--- src/rtl/tts_pkg.sv ---
package tts_pkg;
  localparam int DW     = 8;
  localparam int AW     = 8;
  localparam int NFIELD = 6;

  localparam logic [AW-1:0] A_CTL1    = 8'h00;
  localparam logic [AW-1:0] A_CTL2    = 8'h01;
  localparam logic [AW-1:0] A_TSCFG   = 8'h12;
  localparam logic [AW-1:0] A_TS_BASE = 8'h13;

  localparam int B_FLAG_A = 4;
  localparam int B_FLAG_B = 5;
  localparam int B_IRQEN  = 2;
  localparam int B_OFF    = 6;
  localparam int B_HOLD   = 7;

  localparam int W_SEC = 7;
  localparam int W_MIN = 7;
  localparam int W_HR  = 6;
  localparam int W_DAY = 6;
  localparam int W_MON = 5;
  localparam int W_YR  = 8;

  typedef logic [DW-1:0] byte_t;

  function automatic int field_width(input int idx);
    case (idx)
      0: return W_SEC;
      1: return W_MIN;
      2: return W_HR;
      3: return W_DAY;
      4: return W_MON;
      default: return W_YR;
    endcase
  endfunction

  function automatic byte_t fit_field(input byte_t v, input int w);
    byte_t m;
    m = byte_t'({DW{1'b1}}) >> (DW - w);
    return v & m;
  endfunction

  function automatic logic in_ts_window(input logic [AW-1:0] a);
    return (a >= A_TS_BASE) && (a < A_TS_BASE + AW'(NFIELD));
  endfunction
endpackage

--- src/rtl/tts_sync_edge.sv ---
module tts_sync_edge #(
  parameter int STAGES = 2
) (
  input  logic clk,
  input  logic rst_n,
  input  logic raw_in,
  output logic rise
);
  logic [STAGES:0] chain_q;

  always_ff @(posedge clk or negedge rst_n) begin
    if (!rst_n) chain_q[0] <= 1'b0;
    else        chain_q[0] <= raw_in;
  end

  genvar g;
  generate
    for (g = 1; g <= STAGES; g++) begin : g_stage
      always_ff @(posedge clk or negedge rst_n) begin
        if (!rst_n) chain_q[g] <= 1'b0;
        else        chain_q[g] <= chain_q[g-1];
      end
    end
  endgenerate

  assign rise = chain_q[STAGES-1] & ~chain_q[STAGES];

  assert_one_pulse_R2: assert property (@(posedge clk) disable iff (!rst_n)
    rise |=> !rise);
endmodule

--- src/rtl/tts_regs.sv ---
module tts_regs
  import tts_pkg::*;
(
  input  logic          clk,
  input  logic          rst_n,
  input  logic          rise,
  input  logic          bus_wr,
  input  logic [AW-1:0] bus_addr,
  input  byte_t         bus_wdata,
  output logic          cap_go,
  output logic          flag_a,
  output logic          flag_b,
  output logic          irq_en,
  output logic          ctl_hit,
  output byte_t         ctl_rdata
);
  logic hold_mode, ts_off;
  logic wr_c1, wr_c2, wr_cfg;
  logic fa_d, fb_d;
  logic unused_wbits;

  assign wr_c1  = bus_wr && (bus_addr == A_CTL1);
  assign wr_c2  = bus_wr && (bus_addr == A_CTL2);
  assign wr_cfg = bus_wr && (bus_addr == A_TSCFG);

  assign cap_go = rise && !ts_off && !(hold_mode && (flag_a || flag_b));

  always_comb begin
    fa_d = flag_a;
    fb_d = flag_b;
    if (wr_c1) fa_d = flag_a & bus_wdata[B_FLAG_A];
    if (wr_c2) fb_d = flag_b & bus_wdata[B_FLAG_B];
    if (cap_go) begin
      fa_d = 1'b1;
      fb_d = 1'b1;
    end
  end

  always_ff @(posedge clk or negedge rst_n) begin
    if (!rst_n) begin
      flag_a    <= 1'b0;
      flag_b    <= 1'b0;
      irq_en    <= 1'b0;
      hold_mode <= 1'b0;
      ts_off    <= 1'b0;
    end else begin
      flag_a <= fa_d;
      flag_b <= fb_d;
      if (wr_c2) irq_en <= bus_wdata[B_IRQEN];
      if (wr_cfg) begin
        hold_mode <= bus_wdata[B_HOLD];
        ts_off    <= bus_wdata[B_OFF];
      end
    end
  end

  assign unused_wbits = ^{bus_wdata[1:0], bus_wdata[3]};

  always_comb begin
    ctl_rdata = '0;
    ctl_hit   = 1'b1;
    case (bus_addr)
      A_CTL1:  ctl_rdata[B_FLAG_A] = flag_a;
      A_CTL2: begin
        ctl_rdata[B_FLAG_B] = flag_b;
        ctl_rdata[B_IRQEN]  = irq_en;
      end
      A_TSCFG: begin
        ctl_rdata[B_HOLD] = hold_mode;
        ctl_rdata[B_OFF]  = ts_off;
      end
      default: ctl_hit = 1'b0;
    endcase
  end

  assert_flags_set_R3: assert property (@(posedge clk) disable iff (!rst_n)
    cap_go |=> (flag_a && flag_b));

  assert_write_one_keeps_R4: assert property (@(posedge clk) disable iff (!rst_n)
    (wr_c1 && bus_wdata[B_FLAG_A] && flag_a) |=> flag_a);

  assert_off_no_flag_R7: assert property (@(posedge clk) disable iff (!rst_n)
    (ts_off && !flag_a) |=> !flag_a);
endmodule

--- src/rtl/tts_store.sv ---
module tts_store
  import tts_pkg::*;
(
  input  logic                  clk,
  input  logic                  rst_n,
  input  logic                  cap_go,
  input  logic [NFIELD-1:0][DW-1:0] live,
  input  logic [AW-1:0]         rd_addr,
  output logic                  ts_hit,
  output byte_t                 ts_rdata
);
  logic [NFIELD-1:0][DW-1:0] ts_q;
  logic [AW-1:0] offs;

  genvar g;
  generate
    for (g = 0; g < NFIELD; g++) begin : g_field
      always_ff @(posedge clk or negedge rst_n) begin
        if (!rst_n)      ts_q[g] <= '0;
        else if (cap_go) ts_q[g] <= fit_field(live[g], field_width(g));
      end
    end
  endgenerate

  assign offs   = rd_addr - A_TS_BASE;
  assign ts_hit = in_ts_window(rd_addr);

  always_comb begin
    ts_rdata = '0;
    for (int i = 0; i < NFIELD; i++)
      if (ts_hit && (offs == AW'(i))) ts_rdata = ts_q[i];
  end

  assert_no_spurious_write_R6: assert property (@(posedge clk) disable iff (!rst_n)
    !cap_go |=> $stable(ts_q));
endmodule

--- src/rtl/tamper_stamp.sv ---
module tamper_stamp
  import tts_pkg::*;
(
  input  logic              clk,
  input  logic              rst_n,
  input  logic              tamper_in,
  input  logic [W_SEC-1:0]  now_sec,
  input  logic [W_MIN-1:0]  now_min,
  input  logic [W_HR-1:0]   now_hour,
  input  logic [W_DAY-1:0]  now_day,
  input  logic [W_MON-1:0]  now_month,
  input  logic [W_YR-1:0]   now_year,
  input  logic              bus_wr,
  input  logic [AW-1:0]     bus_addr,
  input  logic [DW-1:0]     bus_wdata,
  output logic [DW-1:0]     bus_rdata,
  output logic              irq_n
);
  logic rise, cap_go, flag_a, flag_b, irq_en, ctl_hit, ts_hit;
  byte_t ctl_rdata, ts_rdata;
  logic [NFIELD-1:0][DW-1:0] live;

  assign live[0] = DW'(now_sec);
  assign live[1] = DW'(now_min);
  assign live[2] = DW'(now_hour);
  assign live[3] = DW'(now_day);
  assign live[4] = DW'(now_month);
  assign live[5] = DW'(now_year);

  tts_sync_edge #(.STAGES(2)) u_sync (
    .clk(clk), .rst_n(rst_n), .raw_in(tamper_in), .rise(rise)
  );

  tts_regs u_regs (
    .clk(clk), .rst_n(rst_n), .rise(rise), .bus_wr(bus_wr),
    .bus_addr(bus_addr), .bus_wdata(bus_wdata), .cap_go(cap_go),
    .flag_a(flag_a), .flag_b(flag_b), .irq_en(irq_en),
    .ctl_hit(ctl_hit), .ctl_rdata(ctl_rdata)
  );

  tts_store u_store (
    .clk(clk), .rst_n(rst_n), .cap_go(cap_go), .live(live),
    .rd_addr(bus_addr), .ts_hit(ts_hit), .ts_rdata(ts_rdata)
  );

  assign bus_rdata = ctl_hit ? ctl_rdata : (ts_hit ? ts_rdata : '0);
  assign irq_n     = ~(irq_en & (flag_a | flag_b));

  assert_irq_has_source_R8: assert property (@(posedge clk) disable iff (!rst_n)
    !irq_n |-> (flag_a || flag_b));

  assert_irq_follows_capture_R8: assert property (@(posedge clk) disable iff (!rst_n)
    (cap_go && irq_en && !(bus_wr && bus_addr == A_CTL2)) |=> !irq_n);
endmodule

--- config.mk ---
export PLATFORM = sky130hd
export DESIGN_NAME = tamper_stamp
export DESIGN_NICKNAME = d
export VERILOG_FILES = /design/src/rtl/tts_pkg.sv /design/src/rtl/tts_sync_edge.sv /design/src/rtl/tts_regs.sv /design/src/rtl/tts_store.sv /design/src/rtl/tamper_stamp.sv
export SDC_FILE = /design/constraint.sdc
export NUM_CORES = 1
export LEC_CHECK = 0
export BUFFER_PORTS_ARGS = -buffer_cell sky130_fd_sc_hd__buf_2
export CAP_MARGIN = 10
export CORE_UTILIZATION = 52
export DETAILED_ROUTE_END_ITERATION = 8
export PLACE_DENSITY = 0.88
export SLEW_MARGIN = 0
export SYNTH_ARGS = -nofsm -noshare
export SYNTH_HDL_FRONTEND = slang
export SYNTH_SLANG_ARGS = --single-unit
--- constraint.sdc ---
create_clock -name clk -period 1.81 [get_ports clk]
set_clock_uncertainty 0.15 [all_clocks]
set_input_delay 0.181 -clock clk [delete_from_list [all_inputs] [get_ports clk]]
set_output_delay 0.181 -clock clk [all_outputs]
set_load 0.005 [all_outputs]
==> results of run 1 <==
kinds of logic (layout without fill, tap and decap cells):
logic type / Yosys count / in the layout / share of synthesized area, %
and+or+nand+nor: 53 / 53 / 14.1
AOI/OAI and AO/OA: 43 / 43 / 12.8
buffers and inverters: 15 / 141 / 3.06
DFF: 47 / 47 / 49.6
muxes: 42 / 42 / 20.4
path summary, 6_finish.rpt:
check	slack, ns	cells after the start	to
worst max-delay path	-0.11	6	bus_rdata[1]
worst min-delay path	0.04	3	u_regs.flag_b$_DFFE_PN0P_
worst max register to register	0.24	4	u_store.ts_q[25]$_DFFE_PN0P_
worst min register to register	0.21	0	u_sync.chain_q[1]$_DFF_PN0_
max in group asynchronous	0.70	3	u_store.ts_q[13]$_DFFE_PN0P_
min in group asynchronous	0.23	2	u_store.ts_q[40]$_DFFE_PN0P_
flip-flops by register name (all words and copies together) (netlist names):
signal / cells
u_regs.irq_en: 1
u_regs.ts_off: 1
u_regs.flag_b: 1
u_sync.chain_q: 3
u_regs.hold_mode: 1
u_store.ts_q: 39
u_regs.flag_a: 1
what timing repair did:
action,CTS,global route
pin swaps,2,8
resized for setup,5,12
setup endpoints to repair,6,8
hold buffers,44,0
buffers inserted,2,2
endpoints found under the hold margin,60,0
layer usage:
metal	part of all wire, %	routed length, um
met3	4.5	294
met4	3.4	222
met2	52	3430
met5	0	0
met1	40	2620
worst reg2reg max path: cells and delay by family (launching register included):
kind            cells  cell delay, ns
flops               1            0.45
compound gates      1            0.22
simple gates        1            0.14
buf+inv             1            0.19
mux                 1            0.30
final cells by class:
cell class / instances / share of cell area (%)
clock inverter: 3 / 0.720
timing repair buffer: 129 / 27.2
multi-input combinational: 138 / 34.0
tap: 52 / 1.87
sequential: 47 / 33.9
clock buffer: 5 / 1.98
inverter: 4 / 0.432
report_power, final:
group	internal (uW)	switching, uW	total, uW
clock network	282	392	674
registers	1190	89.1	1280
logic	297	198	495
total	1770	679	2440
stage by stage:
step / utilization [%] / power [uW] / setup TNS, ns
2_1_floorplan: - / 1500 / 0
3_3_place_gp: 65.3 / 1650 / -0.379
3_5_place_dp: 65.3 / 1670 / -0.516
4_1_cts: 78.2 / 2420 / -0.222
5_1_grt: 79.8 / 2550 / -0.947
6_report: 79.8 / 2440 / -0.545
cells in the final DEF (no fill, tap or decap), types with 2 or more instances in the layout:
cell type      count
or2_2              2
o22ai_1            3
o21ai_0            6
inv_6              2
mux2_2            39
nand3_1            2
a311oi_1           2
clkbuf_8           5
o221ai_1           2
o22a_1             3
o21ai_1            3
mux2_4             3
nor2_1            11
and3b_1            3
nand2b_1           5
nor2_2             2
inv_1              4
nand3b_1           3
nor3_4             2
a22oi_1            6
a21oi_1            5
nand2_1            7
nor2b_1            3
buf_2             62
dlygate4sd3_1     44
dfrtp_1           47
buf_4             20
buf_6              2
==> impl_results.md, run 1 <==
- Final slew viol count: 0
- CP max stage cell: or4b_4
- Seq. cell area: 1180 um^2
- Result of the run: finished with violations
- Maximum VDD drop: roughly 0.52 mV
- Critical path required time: 1.48 ns
- GRT Total Usage: 27.7%
- Hold WS: 0.0445 ns
- Post-synthesis async set-or-reset flop share: between 90% and 100%
- HPWL after DPL: 3910 um
- Worst path top cell family by delay: simple AND/OR/NAND/NOR gates
- Final cell count without fillers: 378
- Primary FF master, synth: dfrtp_1
- Routing usage on met1: 33.6%
- Drt via density: about 5.7
- Hold Fails Final Rpt: 0
- Hold Startpoint: bus_wdata[5]
- Syn_nets: 259
- Max clock buf depth: 2
- Rel. slew slack: 68.8%
- Worst-skew pair later-pin latency: between 0.3 and 0.4 ns
- DRC: 0
- Synth top area share: 49.6%
- Initial antenna violation count: 0
- Register area share after synthesis: between 40% and 50%
- Unrepaired setup endpoints after global routing: yes
- Yosys top cell by area: dfrtp_1
- Ys Warns: 0
- Post-synth EDFFs: 0
- Routability cong.: 0.869
- Via Count: 2161
- Peak per-stage delay on the critical path: 0.59 ns
- Worst slack, placed: -0.101 ns
- Max FO, Critical Path: 5
- Crit. End Element: primary output
- Cell area after synthesis: 2370 um^2
- Initial Utilization: a little over half
- Number of max-cap violations: 0
- Pwr dens: 704 nW/um^2
- Hold crit path type: input port to flip-flop
- Overflow after GRT: 0
- Worst-Margin Slew: roughly 0.47 ns
- CTS Buf Count: 5
- Yosys cell types: 42
- Clk pin slew, worst setup/hold paths: 0.09 ns
- WL per Instance: approximately 17 um
- # setup viols final: 8
- Area after DPL: 2840 um^2
- Number of port buffers: 64
- First-pass GRT wire length: 10300 um
- Area growth from synthesis to layout: 46.5%
- Synth cell count leaders: dfrtp_1, mux2_2, nor2_1
- Fmax: 0.521 GHz
- CP Class: input port to primary output
- Setup crit start kind: input port
- Critical Path AT: between 1.5 and 2 ns
- Layout cell share with drive strength beyond 1: 47.5%
- CP Launch Point: bus_addr[5]
- GRT Max-Usage Layer: met2
- Final instance area: 3470 um^2
- Worst-path cell chain: buf_6, or4b_4, nor3_4, o221ai_1, o22ai_1, buf_2
- Antenna cells: 0
- Largest net degree at the start of global routing: 32
- Clk sinks: 47
- Clk root buf: clkbuf_8
- #FFs+latches synth: 47
- CORE AREA: approximately 4400 um^2
- Met3 Use GR: 3.78%
- Buffers and inverters on the worst path: 2
- Final Critical Period: around 1.9 ns
- Critical R2R Launch: u_regs.flag_a$_DFFE_PN0P_
- Multi-input gate area: 1180 um^2
- Cells after synthesis: 200
- Drt pass-1 iters: 4
- Violated checks: setup timing
- Die width: roughly 70 um
- Nets@finish: 384
- Filler cells: 262
- Total wire length: 6560 um
- Met2 track demand over resource: 47.8%
- Vias in the first global route: ~2200
- Htree depth: 2
- Syn avg cell area: 11.9 um^2
- Die area: 4830 um^2
- Final period util: 106%
- DRT iter0 DRCs: 160
- Synth area leaders: dfrtp_1, mux2_2, o21ai_0
- # rows: 24
- Most frequent cell after synthesis: dfrtp_1
- I/O pin count: ~70
- Leak: 0.00156 uW
- Fin worst setup slack: -0.109 ns
- ANT nets after route: 0
- Placed insts: 322
- Die Y: 69.5 um
- CTS tree: built
No activity file was read; power rests on OpenSTA's default activity.
==> run 2, diff against run 1 <==
--- a/config.mk
+++ b/config.mk
@@ -5,6 +5,7 @@
 export SDC_FILE = /design/constraint.sdc
 export NUM_CORES = 1
 export LEC_CHECK = 0
+export ABC_AREA = 1
 export BUFFER_PORTS_ARGS = -buffer_cell sky130_fd_sc_hd__buf_2
 export CAP_MARGIN = 10
 export CORE_UTILIZATION = 52
==> impl_results.md, run 2 <==
- Result of the run: finished with violations
- Violated checks: hold timing, setup timing
- Clk root buf: clkbuf_8
- # setup viols final: 6 (-2)
- ANT nets after route: 0 (unchanged)
- Destination of the worst hold path: u_store.ts_q[28]$_DFFE_PN0P_
- CP max stage cell: nor2_1
- Register area share after synthesis: 49.8% (+0.18 points)
- Critical path required time: 1.48 ns (about the same)
- FF-to-FF path depth: 4 (unchanged)
- Syn_nets: 328 (+27%)
- Post-synthesis async set-or-reset flop share: 100% (unchanged)
- Die Y: 69.4 um (-0.18%)
- Vias in the first global route: 2731 (+26%)
- GRT Total Usage: 33.3% (+5.6 points)
- Max FO, Critical Path: 10 (+5)
- Rel. slew slack: 65.5% (-3.3 points)
- Final Critical Period: 1.96 ns (+0.0437 ns)
- Synth area leaders: dfrtp_1, mux2_2, nand2_1
- Setup crit start kind: input port
- Routability cong.: 0.883 (+1.6%)
- Fin util: 87.7% (+8.0 points)
- Final slew viol count: 0 (unchanged)
- Drt via density: 5.90 (+3.1%)
- Final cell count without fillers: 469 (+24%)
- Fin worst setup slack: -0.153 ns (-0.0437 ns)
- Maximum VDD drop: 0.536 mV (+2.9%)
- HPWL after DPL: 4230 um (+8.2%)
- Overflow after GRT: 0 (unchanged)
- Synth cell count leaders: nand2_1, dfrtp_1, mux2_2, nor2_1
- Final Power: 2540 uW (+3.9%)
- Most common cell on crit path: nand2_1
- Antenna cells: 0 (unchanged)
- Htree depth: 2 (unchanged)
- #FFs+latches synth: 47 (unchanged)
- Initial Utilization: 54.3% (-0.20 points)
- Max clock buf depth: 2 (unchanged)
- Layout cell share with drive strength beyond 1: 44.6% (-2.9 points)
- Crit. End Element: primary output
- Drt pass-1 iters: 7 (+3)
- Biggest regs: u_store.ts_q x39, u_sync.chain_q x3
- Yosys top cell by area: dfrtp_1
- Clk sinks: 47 (unchanged)
- FF-to-FF setup slack: 0.11 ns (-0.13 ns)
- Hold WS: -0.00198 ns (-0.0465 ns)
- Cells after synthesis: 269 (+35%)
- Hold Path Cell Cnt: 3 (unchanged)
- Total wire length: 8810 um (+34%)
- Hold Startpoint: now_day[4]
- Unrepaired setup endpoints after global routing: yes
- Biggest register: u_store.ts_q
- Ys Warns: 0 (unchanged)
- Primary FF master, synth: dfrtp_1
- Syn avg cell area: 8.78 um^2 (-26%)
- Via Count: 2765 (+28%)
- Fmax: 0.510 GHz (-2.2%)
- Die width: 69.4 um (-0.18%)
- DRT iter0 DRCs: 288 (+80%)
- Yosys cell types: 20 (-52%)
- Nets@finish: 476 (+24%)
- I/O pin count: 68 (unchanged)
- Post-synth EDFFs: 0 (unchanged)
- Hold Fails Final Rpt: 1 (+1)
- CORE AREA: 4350 um^2 (unchanged)
- Critical R2R Launch: u_regs.flag_b$_DFFE_PN0P_
- Max FFs per register: 39 (unchanged)
- Clk pin slew, worst setup/hold paths: 0.09 ns (about the same)
- Most frequent cell after synthesis: nand2_1
- Hold crit path type: input port to flip-flop
- CTS tree: built
- Peak per-stage delay on the critical path: 0.17 ns (-0.42 ns)
- Worst-Margin Slew: 0.518 ns (+0.0502 ns)
- First-pass GRT wire length: 12300 um (+20%)
- Number of port buffers: 64 (unchanged)
- DRC: 0 (unchanged)
- # rows: 24 (unchanged)
- Initial antenna violation count: 0 (unchanged)
- CTS Buf Count: 5 (unchanged)
- WL per Instance: 18.8 um (+8.2%)
- Worst-path cell chain: buf_8, nor2_4, nand2_4, nand3_2, inv_2, buf_6, buf_4, nand3_1, nand2_1, nor2_1, nand2_1, a21oi_2, buf_2
- Placed insts: 401 (+25%)
- Synth top area share: 49.8% (+0.18 points)
- Die area: 4820 um^2 (-0.36%)
- Worst slack, placed: -0.154 ns (-0.0526 ns)
- Pwr dens: 665 nW/um^2 (-5.6%)
- Largest net degree at the start of global routing: 41 (+28%)
- Filler cells: 204 (-22%)
- Worst-skew pair later-pin latency: 0.31 ns (about the same)
- Cell area after synthesis: 2360 um^2 (-0.37%)
- Final period util: 108% (+2.4 points)
- CP Class: input port to primary output
- Number of max-cap violations: 0 (unchanged)
- Leak: 0.00190 uW (+22%)
- Area growth from synthesis to layout: 61.7%
- Leading cell types in the layout, fill and taps excluded: buf_2, nand2_1, dfrtp_1, dlygate4sd3_1, buf_4
- Crit Reg-Reg Endpoint: u_store.ts_q[13]$_DFFE_PN0P_
- Critical Path AT: 1.63 ns (+0.04 ns)
- Commonest non-fill, non-tap cell in the layout: buf_2
run 2: cell count changes after synthesis, moves of 6 or more:
cell      previous run  this run
a21oi_1              5        23
a22oi_1              6         0
inv_1                4        26
mux2_2              39        31
nand2_1              7        62
nand2b_1             6         0
nand3_1              3        26
nor2_1              13        31
o21ai_0             10         3
run 2: cells by family (layout without fill, tap and decap cells):
kind of cell           after synthesis  count (layout)  synth area share [%]
muxes                               31              31                  14.8
AOI/OAI and AO/OA                   29              29                  6.41
DFF                                 47              47                  49.8
and+or+nand+nor                    129             129                  23.3
buffers and inverters               33             181                  5.72
run 2: per-layer routing:
layer / up-vias / global-route usage, % / part of all wire, %
met4: 0 / 16.6 / 6.1
met5: - / 0 / 0
met1: 1307 / 36.6 / 36
li1: 1179 / - / -
met2: 213 / 59.0 / 49
met3: 66 / 8.87 / 8.1
run 2: through the flow:
step	TNS (ns)	area, um^2
floorplan	0	2360
detailed placement	-0.807	2910
global route	-1.11	3820
global placement	-0.377	2910
CTS	0	3630
finish	-0.722	3820
run 2: layout make-up:
class / count / area (um^2) / area share [%]
inverters: 26 / 105 / 2.75
clock inverters: 1 / 30.0 / 0.786
well taps: 52 / 65.1 / 1.70
multi-input cells: 189 / 1210 / 31.7
repair buffers: 148 / 1160 / 30.4
flip-flops and latches: 47 / 1180 / 30.8
clock buffers: 6 / 72.6 / 1.90
run 2: worst max-delay path by stage:
stage,slack [ns],end,cells after the start,startpoint
after global routing,-0.26,bus_rdata[2],14,bus_addr[2]
final,-0.15,bus_rdata[0],13,bus_addr[2]
after CTS,0.000009,bus_rdata[4],14,bus_addr[7]
after floorplan,0.30,bus_rdata[0],10,bus_addr[2]
after detailed placement,-0.15,bus_rdata[3],12,bus_addr[2]
after global placement,-0.07,bus_rdata[1],12,bus_addr[2]
run 2: what timing repair did:
| action | CTS | global route |
|---|---|---|
| endpoints found under the setup margin | 7 | 8 |
| cloned | 0 | 0 |
| hold endpoints to repair | 62 | 0 |
| buffers inserted | 9 | 9 |
| gates resized for setup | 32 | 46 |
| pin swaps | 12 | 21 |
| hold buffers | 43 | 0 |
run 2: power breakdown:
part | internal, uW | switching (uW)
clock | 405 | 359
combinational | 280 | 234
sequential | 1180 | 79.7
total | 1870 | 672
run 2: worst max-delay path, delay by kind of cell:
family,cells,cell delay (ns)
buffers and inverters,5,0.55
AOI/OAI and AO/OA,1,0.14
and+or+nand+nor,7,0.75
==> run 3, diff against run 2 <==
--- a/config.mk
+++ b/config.mk
@@ -8,6 +8,7 @@
 export ABC_AREA = 1
 export BUFFER_PORTS_ARGS = -buffer_cell sky130_fd_sc_hd__buf_2
 export CAP_MARGIN = 10
+export CORE_ASPECT_RATIO = 0.7
 export CORE_UTILIZATION = 52
 export DETAILED_ROUTE_END_ITERATION = 8
 export PLACE_DENSITY = 0.88
==> impl_results.md, run 3 (synthesized netlist as in run 2, its figures left out) <==
- Biggest register: u_store.ts_q
- Vias in the first global route: 2463 (-9.8%)
- Area growth from synthesis to layout: 62.5%
- Largest net degree at the start of global routing: 51 (+24%)
- Flop pwr share: 51.3% (+1.7 points)
- Antenna cells: 0 (unchanged)
- Buffers and inverters on the worst path: 3 (-2)
- Htree depth: 2 (unchanged)
- I/O pin count: 68 (unchanged)
- Net Sw Frac: 29.5% (+3.0 points)
- Peak per-stage delay on the critical path: 0.27 ns (+0.10 ns)
- CP Class: input port to primary output
- Initial Utilization: 54.3% (unchanged)
- Worst path top cell family by delay: simple AND/OR/NAND/NOR gates
- Fin Setup TNS: -1.32 ns (-0.594 ns)
- Fin util: 88.2% (+0.43 points)
- Die Y: 58.4 um (-16%)
- Nets@finish: 465 (-2.3%)
- Rel. slew slack: 70.7% (+5.3 points)
- Placed insts: 400 (-0.25%)
- Hold crit path type: input port to flip-flop
- Final slew viol count: 0 (unchanged)
- DRC: 0 (unchanged)
- WL per Instance: 20.1 um (+7.1%)
- ANT nets after route: 0 (unchanged)
- Biggest regs: u_store.ts_q x39, u_sync.chain_q x3
- Max clock buf depth: 2 (unchanged)
- GRT Total Usage: 31.6% (-1.8 points)
- Setup crit start kind: input port
- Leak: 0.00189 uW (-0.52%)
- CTS tree: built
- Max FO, Critical Path: 5 (-5)
- Drt pass-1 iters: 8 (+1)
- Critical Path AT: 1.72 ns (+0.09 ns)
- Drt via density: 6.06 (+2.8%)
- Max FFs per register: 39 (unchanged)
- Hold Fails Final Rpt: 0 (-1)
- Fmax: 0.487 GHz (-4.4%)
- Clk pin slew, worst setup/hold paths: 0.09 ns (about the same)
- Final cell count without fillers: 462 (-1.5%)
- Critical path required time: 1.48 ns (about the same)
- Worst-Margin Slew: 0.435 ns (-0.0825 ns)
- Crit. End Element: primary output
- Clock power share: 27.6% (-2.5 points)
- Total wire length: 9300 um (+5.5%)
- Most common cell on crit path: nand2_2
- Number of max-cap violations: 0 (unchanged)
- Via Count: 2800 (+1.3%)
- Pwr dens: 640 nW/um^2 (-3.7%)
- Filler cells: 193 (-5.4%)
- CORE AREA: 4350 um^2 (unchanged)
- # setup viols final: 8 (+2)
- Worst slack, placed: -0.154 ns (-0.000461 ns)
- Overflow after GRT: 0 (unchanged)
- Leading cell types in the layout, fill and taps excluded: buf_2, dfrtp_1, dlygate4sd3_1, nand2_1, mux2_2
- Violated checks: setup timing
- Comb pwr share: 21.2% (+0.9 points)
- DRT iter0 DRCs: 419 (+45%)
- Maximum VDD drop: 0.703 mV (+31%)
- Final Critical Period: 2.05 ns (+0.0909 ns)
- Unrepaired setup endpoints after global routing: yes
- Clk root buf: clkbuf_8
- Worst-skew pair later-pin latency: 0.31 ns (about the same)
- First-pass GRT wire length: 11100 um (-9.7%)
- Worst-path cell chain: buf_4, nand2_4, nand2_1, nand2_2, a21oi_4, nand3_4, nor2_4, buf_6, nand2_2, nand3_1, buf_2
- HPWL after DPL: 4140 um (-2.2%)
- CTS Buf Count: 5 (unchanged)
- # rows: 20 (-17%)
- Initial antenna violation count: 0 (unchanged)
- Die area: 4820 um^2 (about the same)
- Switch Pwr: 724 uW (+7.7%)
- Clk sinks: 47 (unchanged)
- Routability cong.: 0.863 (-2.3%)
- Power Internal: 1730 uW (-7.2%)
- Result of the run: finished with violations
- Layout cell share with drive strength beyond 1: 49.1% (+4.5 points)
- Commonest non-fill, non-tap cell in the layout: buf_2
- Fin worst setup slack: -0.243 ns (-0.0909 ns)
- CP max stage cell: nor2_4
- Die width: 82.6 um (+19%)
- Number of port buffers: 64 (unchanged)
- Final period util: 113% (+5.0 points)
==> run 3: cell count changes in the layout (fill, tap and decap cells not counted), sizes merged <==
cell         delta
dlygate4sd3     +1
nor2            +1
bufinv          -1
buf            -13
inv             +1
clkinvlp        +1
==> run 3: cell type report <==
cell class / instances / area [um^2] / area share [%]
inverters: 26 / 110 / 2.87
well taps: 55 / 68.8 / 1.79
multi-input cells: 190 / 1340 / 34.9
clock inverters: 2 / 16.3 / 0.424
clock buffers: 6 / 72.6 / 1.89
repair buffers: 136 / 1050 / 27.5
flip-flops and latches: 47 / 1180 / 30.6
==> run 3: worst register-to-register path, stage by stage, from the launching register on <==
cell	delay [ns]
dfrtp_1	0.44
o21ai_0	0.26
nand3_2	0.19
buf_12	0.24
mux2_2	0.32
==> run 3: metal layers <==
| metal | vias up | track usage (%) | share of wire, % |
|---|---|---|---|
| met3 | 82 | 6.51 | 10 |
| met2 | 243 | 54.9 | 48 |
| li1 | 1153 | - | - |
| met5 | - | 0 | 0 |
| met4 | 0 | 11.6 | 6.7 |
| met1 | 1322 | 39.1 | 35 |
==> run 3: path summary, 6_finish.rpt <==
path | startpoint | to | slack (ns) | cells past startpoint
hold reg to reg | u_sync.chain_q[0]$_DFF_PN0_ | u_sync.chain_q[1]$_DFF_PN0_ | 0.22 | 0
setup / recovery | bus_addr[1] | bus_rdata[5] | -0.24 | 11
setup reg to reg | u_regs.flag_a$_DFFE_PN0P_ | u_store.ts_q[18]$_DFFE_PN0P_ | 0.09 | 4
max in group asynchronous | rst_n | u_store.ts_q[0]$_DFFE_PN0P_ | 1.06 | 3
min in group asynchronous | rst_n | u_store.ts_q[42]$_DFFE_PN0P_ | 0.21 | 3
hold / removal | now_day[3] | u_store.ts_q[27]$_DFFE_PN0P_ | 0.01 | 3
==> run 3: per-stage QoR <==
step / hold slack, ns / area (um^2) / power, uW
floorplan: -0.265 / 2360 / 1430
global placement: 0.0308 / 2890 / 1580
detailed placement: 0.0327 / 2890 / 1610
CTS: 0.0136 / 3530 / 2340
global route: 0.0255 / 3840 / 2540
finish: 0.0100 / 3840 / 2460
==> run 3: timing repair <==
action / CTS / global route
resized for setup: 26 / 80
hold endpoints to repair: 90 / 0
hold buffers: 44 / 0
cloned: 1 / 1
pin swaps: 5 / 31
setup endpoints to repair: 8 / 8
setup buffers: 3 / 5
==> run 3: power groups by stage <==
stage | clock [uW] | sequential, uW | combinational, uW
floorplan | 0 | 1240 | 193
global placement | 0 | 1250 | 328
detailed placement | 0 | 1260 | 346
CTS | 657 | 1240 | 438
global route | 712 | 1270 | 559
finish | 677 | 1260 | 520
